**config.mk**
```make
export PLATFORM = sky130hd
export DESIGN_NAME = ecc_page_top
export DESIGN_NICKNAME = d
export VERILOG_FILES = /design/src/rtl/ecc_pkg.sv /design/src/rtl/ecc_ctrl.sv /design/src/rtl/ecc_datapath.sv /design/src/rtl/ecc_page_top.sv
export SDC_FILE = /design/constraint.sdc
export NUM_CORES = 1
export LEC_CHECK = 0
export ABC_AREA = 1
export BUFFER_PORTS_ARGS = -buffer_cell sky130_fd_sc_hd__buf_4
export CAP_MARGIN = 20
export CORE_MARGIN = 2
export CORE_UTILIZATION = 55
export DETAILED_ROUTE_END_ITERATION = 8
export PLACE_DENSITY = 0.73
export REMOVE_ABC_BUFFERS = 1
export SYNTH_ARGS = -nofsm -noshare
export SYNTH_HDL_FRONTEND = slang
export SYNTH_SLANG_ARGS = --single-unit
```
**constraint.sdc**
```tcl
create_clock -name clk -period 7.5 [get_ports clk]
set_input_delay 0.375 -clock clk [delete_from_list [all_inputs] [get_ports clk]]
set_output_delay 0.375 -clock clk [all_outputs]
set_load 0.03 [all_outputs]
```
**src/rtl/ecc_pkg.sv**
```systemverilog
package ecc_pkg;
  parameter int ADDR_W     = 12;   // beat address bits
  parameter int BIT_W      = 4;    // bit offset bits
  parameter int BUS_W      = 16;   // widest bus beat
  parameter int BYTE_W     = 8;
  parameter int SEL_W      = 2;    // page size select
  parameter int BASE_BYTES = 512;  // smallest data area
  localparam int PAR_W     = ADDR_W + BIT_W;
  localparam int LEN_W     = ADDR_W + 1;
  localparam int MODE_W    = SEL_W + 1;

  typedef enum logic [1:0] {
    PH_DATA = 2'd0,
    PH_CODE = 2'd1,
    PH_DONE = 2'd2
  } phase_t;

  typedef struct packed {
    logic              clr;
    logic              accum;
    logic              capture;
    logic              finishRd;
    logic [1:0]        capIdx;
    logic [ADDR_W-1:0] wordIdx;
  } eccStrobe_t;

  typedef struct packed {
    logic mulErr;
    logic codeErr;
    logic recErr;
  } eccStatus_t;
endpackage

```
**src/rtl/ecc_ctrl.sv**
```systemverilog
module ecc_ctrl
  import ecc_pkg::*;
(
  input  logic                clk,
  input  logic                rstN,
  input  logic [2:0]          regAddr,
  input  logic                regWr,
  input  logic [MODE_W-1:0]   regWrData,
  input  logic                dataValid,
  input  logic                dataRead,
  output eccStrobe_t          strb,
  output logic [MODE_W-1:0]   modeReg,
  output logic                done
);
  logic [SEL_W-1:0]  pageSel;
  logic              wide;
  phase_t            phase;
  logic [ADDR_W-1:0] wordCnt;
  logic [1:0]        codeCnt;
  logic              clrReq, modeWr, lastData, lastCode;
  logic [LEN_W-1:0]  lenBytes, lenBeats;
  logic [ADDR_W-1:0] lastWord;

  assign modeReg  = {wide, pageSel};
  assign clrReq   = regWr && (regAddr == 3'd0) && regWrData[0];
  assign modeWr   = regWr && (regAddr == 3'd1);
  assign lenBytes = LEN_W'(BASE_BYTES) << pageSel;
  assign lenBeats = wide ? (lenBytes >> 1) : lenBytes;
  assign lastWord = ADDR_W'(lenBeats - LEN_W'(1));
  assign lastData = (wordCnt == lastWord);
  assign lastCode = wide ? (codeCnt == 2'd1) : (codeCnt == 2'd3);

  always_comb begin
    strb          = '0;
    strb.clr      = clrReq;
    strb.wordIdx  = wordCnt;
    strb.capIdx   = codeCnt;
    if (!clrReq && dataValid) begin
      case (phase)
        PH_DATA: strb.accum = 1'b1;
        PH_CODE: begin
          strb.capture  = 1'b1;
          strb.finishRd = lastCode;
        end
        default: ;
      endcase
    end
  end

  always_ff @(posedge clk or negedge rstN) begin
    if (!rstN) begin
      pageSel <= '0;
      wide    <= 1'b0;
      phase   <= PH_DATA;
      wordCnt <= '0;
      codeCnt <= '0;
      done    <= 1'b0;
    end else begin
      done <= 1'b0;
      if (modeWr) begin
        pageSel <= regWrData[SEL_W-1:0];
        wide    <= regWrData[SEL_W];
      end
      if (clrReq) begin
        phase   <= PH_DATA;
        wordCnt <= '0;
        codeCnt <= '0;
      end else if (dataValid) begin
        case (phase)
          PH_DATA: begin
            if (lastData) begin
              wordCnt <= '0;
              if (dataRead) begin
                phase <= PH_CODE;
              end else begin
                phase <= PH_DONE;
                done  <= 1'b1;
              end
            end else begin
              wordCnt <= wordCnt + ADDR_W'(1);
            end
          end
          PH_CODE: begin
            if (lastCode) begin
              codeCnt <= '0;
              phase   <= PH_DONE;
              done    <= 1'b1;
            end else begin
              codeCnt <= codeCnt + 2'd1;
            end
          end
          default: ;
        endcase
      end
    end
  end

  AST_DONE_PULSE: assert property (@(posedge clk) disable iff (!rstN)
    done |=> !done);
  AST_IDLE_AFTER_DONE: assert property (@(posedge clk) disable iff (!rstN)
    (phase == PH_DONE) |-> !(strb.accum || strb.capture));
endmodule

```
**src/rtl/ecc_datapath.sv**
```systemverilog
module ecc_datapath
  import ecc_pkg::*;
(
  input  logic             clk,
  input  logic             rstN,
  input  eccStrobe_t       strb,
  input  logic             wide,
  input  logic [BUS_W-1:0] dataIn,
  output logic [PAR_W-1:0] parOut,
  output logic [PAR_W-1:0] nparOut,
  output eccStatus_t       status
);
  logic [PAR_W-1:0] accP, accN, storedP, storedN;
  logic [PAR_W-1:0] beatP, beatN, codePNext, codeNNext, synP, synN;
  logic [2*PAR_W-1:0] syn;
  eccStatus_t statusNext;

  // Location-weighted parity of one beat
  always_comb begin
    beatP = '0;
    beatN = '0;
    for (int b = 0; b < BUS_W; b++) begin
      if ((wide || b < BYTE_W) && dataIn[b]) begin
        beatP = beatP ^ {strb.wordIdx, BIT_W'(b)};
        beatN = beatN ^ ~{strb.wordIdx, BIT_W'(b)};
      end
    end
  end

  // Stored code with the current code beat merged in
  always_comb begin
    codePNext = storedP;
    codeNNext = storedN;
    if (strb.capture) begin
      if (wide) begin
        if (strb.capIdx[0]) codeNNext = dataIn;
        else                codePNext = dataIn;
      end else begin
        case (strb.capIdx)
          2'd0: codePNext[BYTE_W-1:0]     = dataIn[BYTE_W-1:0];
          2'd1: codePNext[PAR_W-1:BYTE_W] = dataIn[BYTE_W-1:0];
          2'd2: codeNNext[BYTE_W-1:0]     = dataIn[BYTE_W-1:0];
          default: codeNNext[PAR_W-1:BYTE_W] = dataIn[BYTE_W-1:0];
        endcase
      end
    end
  end

  assign synP = codePNext ^ accP;
  assign synN = codeNNext ^ accN;
  assign syn  = {synN, synP};

  always_comb begin
    statusNext = '0;
    if (syn != '0) begin
      statusNext.recErr = 1'b1;
      if ((synP ^ synN) == '1) begin
        statusNext.codeErr = 1'b0;
      end else if ((syn & (syn - 1'b1)) == '0) begin
        statusNext.codeErr = 1'b1;
      end else begin
        statusNext.mulErr = 1'b1;
      end
    end
  end

  always_ff @(posedge clk or negedge rstN) begin
    if (!rstN) begin
      accP <= '0; accN <= '0; storedP <= '0; storedN <= '0; status <= '0;
    end else if (strb.clr) begin
      accP <= '0; accN <= '0; storedP <= '0; storedN <= '0; status <= '0;
    end else begin
      if (strb.accum) begin
        accP <= accP ^ beatP;
        accN <= accN ^ beatN;
      end
      if (strb.capture) begin
        storedP <= codePNext;
        storedN <= codeNNext;
      end
      if (strb.finishRd) begin
        accP   <= synP;
        accN   <= synN;
        status <= statusNext;
      end
    end
  end

  assign parOut  = accP;
  assign nparOut = accN;

  AST_CLEAR_EMPTIES: assert property (@(posedge clk) disable iff (!rstN)
    strb.clr |=> (accP == '0 && accN == '0 && status == '0));
  AST_FLAGS_EXCLUSIVE: assert property (@(posedge clk) disable iff (!rstN)
    !(status.codeErr && status.mulErr));
  AST_FLAG_NEEDS_REC: assert property (@(posedge clk) disable iff (!rstN)
    (status.codeErr || status.mulErr) |-> status.recErr);
  AST_NO_ACCUM_ON_CODE: assert property (@(posedge clk) disable iff (!rstN)
    strb.capture |-> !strb.accum);
endmodule

```
**src/rtl/ecc_page_top.sv**
```systemverilog
module ecc_page_top
  import ecc_pkg::*;
(
  input  logic              clk,
  input  logic              rstN,
  input  logic [2:0]        regAddr,
  input  logic              regWr,
  input  logic [MODE_W-1:0] regWrData,
  output logic [PAR_W-1:0]  regRdData,
  input  logic              dataValid,
  input  logic              dataRead,
  input  logic [BUS_W-1:0]  dataIn,
  output logic              done
);
  eccStrobe_t        strb;
  logic [MODE_W-1:0] modeReg;
  logic [PAR_W-1:0]  parOut, nparOut;
  eccStatus_t        status;

  ecc_ctrl u_ctrl (
    .clk(clk), .rstN(rstN), .regAddr(regAddr), .regWr(regWr),
    .regWrData(regWrData), .dataValid(dataValid), .dataRead(dataRead),
    .strb(strb), .modeReg(modeReg), .done(done)
  );

  ecc_datapath u_dp (
    .clk(clk), .rstN(rstN), .strb(strb), .wide(modeReg[SEL_W]),
    .dataIn(dataIn), .parOut(parOut), .nparOut(nparOut), .status(status)
  );

  always_comb begin
    case (regAddr)
      3'd1:    regRdData = PAR_W'(modeReg);
      3'd2:    regRdData = parOut;
      3'd3:    regRdData = nparOut;
      3'd4:    regRdData = PAR_W'(status);
      default: regRdData = '0;
    endcase
  end
endmodule

```
* Word level (Yosys, flattened, before mapping)
Index checks and enable logic that the tools add are counted.
** Storage, ports and cells
- Bits in registers :: 87
- Bits of input ports :: 27
- Output and inout bits :: 17
** Operators by class
- $add $sub $neg :: 4
- Eq/ne operators :: 12
- Shift operators :: 1
- Muxes and demuxes :: 85
- Bitwise operators :: 52
- Reduce and logical (&&, ||, !) cells :: 29
** Operator list (count)
- two-way mux 16 bit :: 48
- bitwise XOR 16 bit :: 35
- inverter 16 bit :: 16
- case mux 16 bit (4 select lines) :: 1
- two-way mux 12 bit :: 5
- AND 32 bit :: 1
- zero test 32 bit :: 1
- two-way mux 8 bit :: 4
- nonzero test 32 bit :: 1
- subtractor 32 x 1 -> 32 bit, second input constant :: 1
- two-way mux 2 bit :: 10
- equality test 16 bit, second input constant :: 1
- << shifter 10 x 2 -> 13 bit, first input constant :: 1
- adder 12 x 1 -> 12 bit, second input constant :: 1
- equality test 12 bit :: 1
- logical AND 1 bit :: 12
- two-way mux 3 bit :: 4
- subtractor 12 x 1 -> 12 bit, second input constant :: 1
- two-way mux 1 bit :: 11
- nonzero test 2 bit :: 5
- equality test 3 x 2 -> 1 bit, second input constant :: 2
- inequality test 3 x 1 -> 1 bit, second input constant :: 2
- nonzero test 3 bit :: 2
- equality test 2 x 1 -> 1 bit, second input constant :: 2
- 12 further kinds :: 15

* Longest topological paths before layout
- Depth in word-level cells :: 36
- Gate-level depth with buffers :: 26

* By module
From an unflattened synthesis, not the netlist that was laid out.
** Unflattened totals
- Cells, all modules :: 1336
- Area, all modules :: 8244.2 um^2
** Modules (own cells, without submodules)
- ecc_datapath :: times used 1, cells an instance 1087, area each 6485.0 um^2, sequential area each 1676.6 um^2
- ecc_ctrl :: times used 1, cells an instance 173, area each 1285.0 um^2, sequential area each 500.5 um^2
- ecc_page_top :: times used 1, cells an instance 76, area each 474.2 um^2, sequential area each 0.0 um^2

* Least setup slack after synthesis
OpenSTA, ideal clock, no wires.
- Path kind :: register to register
- From :: register u_ctrl.codeCnt[0]
- To :: register u_dp.status[2] (netlist name)
- Arrival time :: 2628 ps
- Required time :: 7384 ps
- Setup slack :: 4755 ps
- Stages on the path, launching flop included :: 25
- Period minus slack after synthesis :: 2745 ps
- Path through :: dfrtp_1 -> buf_2 -> inv_2 -> buf_2 -> ha_1 -> buf_2 -> nand2_1 -> nand2_2 -> nand3_2 -> nand2_1 -> nand3_1 -> nand2_2 -> nand2_2 -> nor2_2 -> nand2_1 -> nor2_2 -> nand2_1 -> nand2_1 -> nand2_1 -> nor2_1 -> nand2_1 -> nor2_2 -> nand2_1 -> nand2_1 -> nand2_1
** On the way
- Cells in the longest elaborated chain, start to end :: 14
- Elaborated cells between the ends (all ways) :: 32
** Ends and longest elaborated chain
- start: declaration :: RTL line ecc_ctrl.sv:19 : logic [1:0] codeCnt;
- start signal: assignment :: RTL line ecc_ctrl.sv:89 : codeCnt <= codeCnt + 2'd1;
- equality test 2 x 1 -> 1 bit, or another cell as far along :: RTL line ecc_ctrl.sv:31, ecc_datapath.sv:39
- OR reduction 3 bit (no source line)
- two-way mux 8 bit :: RTL line ecc_datapath.sv:39 : case (strb.capIdx)
- two-way mux 16 bit :: RTL line ecc_datapath.sv:35 : if (wide) begin
- two-way mux 16 bit :: RTL line ecc_datapath.sv:34 : if (strb.capture) begin
- bitwise XOR 16 bit :: RTL line ecc_datapath.sv:50 : assign synN = codeNNext ^ accN;
- subtractor 32 x 1 -> 32 bit :: RTL line ecc_datapath.sv:59 : end else if ((syn & (syn - 1'b1)) == '0) begin
- AND 32 bit :: RTL line ecc_datapath.sv:59
- zero test 32 bit :: RTL line ecc_datapath.sv:59
- two-way mux 1 bit :: RTL line ecc_datapath.sv:59
- two-way mux 1 bit :: RTL line ecc_datapath.sv:57 : if ((synP ^ synN) == '1) begin
- two-way mux 3 bit :: RTL line ecc_datapath.sv:55 : if (syn != '0) begin
- two-way mux 3 bit :: RTL line ecc_datapath.sv:81 : if (strb.finishRd) begin
- two-way mux 3 bit :: RTL line ecc_datapath.sv:70 : end else if (strb.clr) begin
Several ways; a longest one is shown, not always the timed one. The select of a mux whose other input is x is not followed.
A chain may end at the register's enable or synchronous reset.

* Worst setup path in the final report
- From :: register u_ctrl.wide
- To :: register u_dp.accN[9], in the netlist u_dp.nparOut[9]
** On the way
- Cells in the longest elaborated chain, start to end :: 20
- Elaborated cells between the ends (all ways) :: 34
** Ends and longest elaborated chain
- start: declaration :: RTL line ecc_ctrl.sv:16 : logic wide;
- start signal: assignment :: RTL line ecc_ctrl.sv:62 : wide <= regWrData[SEL_W];
- logical AND 1 bit :: RTL line ecc_datapath.sv:23 : if ((wide || b < BYTE_W) && dataIn[b]) begin
- two-way mux 16 bit :: RTL line ecc_datapath.sv:23
- bitwise XOR 16 bit :: RTL line ecc_datapath.sv:25 : beatN = beatN ^ ~{strb.wordIdx, BIT_W'(b)};
- two-way mux 16 bit :: RTL line ecc_datapath.sv:23
- bitwise XOR 16 bit :: RTL line ecc_datapath.sv:25
- two-way mux 16 bit :: RTL line ecc_datapath.sv:23
- bitwise XOR 16 bit :: RTL line ecc_datapath.sv:25
- two-way mux 16 bit :: RTL line ecc_datapath.sv:23
- [4 not listed]
- bitwise XOR 16 bit :: RTL line ecc_datapath.sv:25
- two-way mux 16 bit :: RTL line ecc_datapath.sv:23
- bitwise XOR 16 bit :: RTL line ecc_datapath.sv:25
- two-way mux 16 bit :: RTL line ecc_datapath.sv:23
- bitwise XOR 16 bit :: RTL line ecc_datapath.sv:75 : accN <= accN ^ beatN;
- two-way mux 16 bit :: RTL line ecc_datapath.sv:73 : if (strb.accum) begin
- two-way mux 16 bit :: RTL line ecc_datapath.sv:81
- two-way mux 16 bit :: RTL line ecc_datapath.sv:70
- end signal: assignment :: RTL line ecc_datapath.sv:75
- end signal: assignment :: RTL line ecc_datapath.sv:83 : accN <= synN;
- end: declaration :: RTL line ecc_datapath.sv:13 : logic [PAR_W-1:0] accP, accN, storedP, storedN;
Several ways; a longest one is shown, not always the timed one. The select of a mux whose other input is x is not followed.

==> results.md <==
* Worst min-delay path class: in -> async
* First-pass detailed-route iteration total at 6
* P per Cell Area at 435 mW/mm2
* Cells after synthesis at 1565
* Leading cell type in the layout, fill and taps excluded: nand2_1
* Slew headroom at 26.1%
* Setup Viol. Count Final at 0
* Ports at 44
* Pin slew with the least headroom to its limit at 1.11 ns
* WP data required at 7.81 ns
* Post-Syn Area at 0.00907 mm2
* Clock period minus worst slack at 4.25 ns
* Synth Register Bits at 87
* Synth Area in Adders at 0.828%
* Multi-input logic area at 0.00597 mm2
* Hold buffers post-CTS at 0
* RSZ-0062 raised after global routing: false
* Synth area leaders: nand2_1, dfrtp_1, nand3_1
* H-tree Lvls at 3
* Async SR Flop Fraction at 100%
* First-pass GRT wire length at 57.7 mm
* Clock power share at 10.7%
* Routed WL at 36.6 mm
* Pins Over Slew Limit at 0
* Starting Density at 56.7%
* Post-synthesis mux area share at 0.248%
* CTS Root Buffer Type: clkbuf_16
* ANT nets after route at 0
* DIE WIDTH at 132 um
* Startpoint Class: flip-flop
* 1st-iter DRT viols at 1282
* Sequential share of power at 20.1%
* Setup_tns at 0 ns
* Failing checks: negative hold slack
* Synth Area in Simple Gates at 47.7%
* Capture point of the worst reg-to-reg path: u_dp.nparOut[9]
* Non-filler cells, final at 1789
* Setup CP Type: reg -> reg
* DR vias at 10900
* Placement Rows at 46
* Period utilization at 56.7%
* Remaining global-route overflow at 0
* Critical Path AT at 4.56 ns
* Final-report hold violation count at 2
* Status: finished, violations left
* DRC Markers at 0
* Die ar. at 0.0175 mm2
* Max clock buf depth at 2
* Most frequent CP cell: nand2_1
* Synth Flop Type: dfrtp_1
* Routability cong. at 1.08
* Post-Synth XOR/XNOR Area at 5.77%
* Combinational family with the most area after synthesis: simple AND/OR/NAND/NOR gates
* P_sw at 2.50 mW
* Post-synth EDFFs at 0
* Flop2flop setup slack at 3.25 ns
* Clock skew at 0.0151 ns
* Worst skew pair latency at 0.36 ns
* Most frequent cells in the layout: nand2_1, nand3_1, inv_1, nor2_1, dfrtp_1
* Post-CTS sizing at 0
* Overall Global Routing Usage at 42.1%
* CORE AREA at 0.0160 mm2
* Initial antenna violation count at 0
* CTS tree: built
* Vias per cell at 6.11
* Vias in the first global route at 10400
* Area grow syn2layout at 6.83%
* Critical Path Max Stage Delay at 0.83 ns
* Synth unique cells at 47
* Leak pwr at 5.22 nW
* Cell Count Post-Placement at 1772
* Ant. Diodes at 0
* Die height at 132 um
* Synth Area in Compound Gates at 11.1%
* Total power at 4.21 mW
* Critical Path Fanout Max at 51
* Switching Fraction at 59.4%
* Wirelength per Cell at 20.4 um
* Reg2reg start: u_ctrl.wide
* Slowest stage cell, crit path: inv_1
* Synth area leader: nand2_1
* Share of the synthesized area in the top cell type at 26.7%
* HPWL after DPL at 26.9 mm
* Fraction of layout instances using a drive strength above 1 at 8.20%
* Filler Cell Count at 1692
* R2R cell count at 11
* Largest net degree at the start of global routing at 59
* Critical-path cell list: buf_4, inv_2, nand2_1, o21a_1, nor2_2, nor2_1, inv_1, o21ai_0, inv_1, nand2_1, nand2_1
* # nets final at 1601
* Post-CTS Repair Setup Buffers at 0
* Register clock-pin slew on the reported worst setup and hold paths at 0.08 ns
* # port buffers at 43
* Fin Hold WS at -0.00300 ns
* Maximum vdd drop at 0.000222 V
* Comb power frac at 69.2%
* Post-Syn Area per Cell at 5.79 um2
* Sequential fraction of the synthesis area at 24.0%
* Clk sinks at 87
* Int Power at 1.71 mW
* Max-cap viol count at 0
* Inserted Clock Buffers at 9
* Storage cell area at 0.00218 mm2
* Fmax at 235 MHz
* Yosys warning total at 0
* Crit. End Element: flip-flop
## state kept, by name, indices dropped and copies added, names as in the netlist, 3 cells and up
name	count
u_ctrl.wordCnt	12
u_dp.nparOut	16
u_dp.parOut	16
u_dp.status	3
u_dp.storedN	16
u_dp.storedP	16
## per-layer routing
layer | GRT usage, % | vias up | part of all wire, %
li1 | - | 5035 | -
met1 | 53.7 | 4993 | 39
met2 | 65.6 | 733 | 44
met3 | 10.5 | 162 | 12
met4 | 22.8 | 0 | 5.7
met5 | 0 | - | 0
## synth_stat cells (2+ instances only)
| master | number |
|---|---|
| o2111ai_1 | 2 |
| nand4_1 | 36 |
| nand3_1 | 154 |
| o21ai_1 | 13 |
| nor3_2 | 6 |
| a21oi_1 | 31 |
| ha_1 | 6 |
| o22ai_1 | 35 |
| clkbuf_1 | 14 |
| nand2_2 | 18 |
| o21ai_0 | 85 |
| xnor2_2 | 2 |
| nand3_2 | 5 |
| o211ai_1 | 5 |
| inv_1 | 149 |
| nor2_1 | 122 |
| buf_6 | 9 |
| clkbuf_2 | 2 |
| buf_2 | 25 |
| nor3_1 | 6 |
| mux2_2 | 2 |
| xor2_1 | 38 |
| buf_1 | 4 |
| nor2_2 | 11 |
| nand3_4 | 2 |
| nand2_1 | 645 |
| dfrtp_1 | 87 |
| inv_2 | 8 |
| o221ai_1 | 3 |
| nor2_4 | 2 |
| buf_4 | 4 |
| xnor2_1 | 18 |
| nor2_8 | 2 |
## cell families (layout without fill, tap and decap cells)
family,count (synthesis),after routing
multiplexers,2,2
AO/OA/AOI/OAI,181,181
buffers and inverters,218,226
flip-flops,87,87
AND/OR/NAND/NOR,1013,1013
adder cells (fa/ha/maj),6,6
XOR/XNOR,58,58
## power by group through the flow
stage / sequential, mW / clock, mW / combinational [mW]
after floorplan: 0.797 / 0 / 1.95
after global placement: 0.845 / 0 / 2.79
after detailed placement: 0.842 / 0 / 2.79
after CTS: 0.835 / 0.452 / 2.81
after global routing: 0.867 / 0.469 / 3.20
final: 0.848 / 0.450 / 2.91
## metrics by stage
step / cell area, um2 / hold slack (ns) / utilization, % / setup slack (ns)
global placement: 9390 / 0.393 / 58.7 / 3.41
global route: 9690 / 0.0547 / 60.5 / 3.09
finish: 9690 / -0.00300 / 60.5 / 3.25
floorplan: 8730 / 0.0794 / - / 3.82
detailed placement: 9390 / 0.396 / 58.7 / 3.46
CTS: 9670 / 0.0203 / 60.4 / 3.44
## layout make-up
type | instances | share of cell area [%]
Sequential cell | 87 | 22.5
Timing Repair Buffer | 50 | 3.95
Clock buffer | 10 | 2.36
Tap cell | 216 | 2.79
Inverter | 160 | 6.28
Clock inverter | 6 | 0.530
Multi-Input combinational cell | 1260 | 61.6
## critical path, delay by kind of cell, from the launching register on
kind	cells	cell delay [ns]
and+or+nand+nor	5	1.11
AOI/OAI and AO/OA	2	0.62
buffers and inverters	4	2.02
DFF	1	0.39
## how the worst max path moves through the flow
stage                           start                to  slack [ns]  cells after the start
global route              u_ctrl.wide    u_dp.status[2]        3.09                     21
CTS                 u_ctrl.codeCnt[0]   u_dp.nparOut[9]        3.44                     11
global placement          u_ctrl.wide   u_dp.nparOut[9]        3.41                     11
detailed placement        u_ctrl.wide   u_dp.nparOut[9]        3.46                     11
finish                    u_ctrl.wide   u_dp.nparOut[9]        3.25                     11
floorplan                 u_ctrl.wide  u_dp.nparOut[15]        3.82                      9
Power figures use the tool's default switching activity.
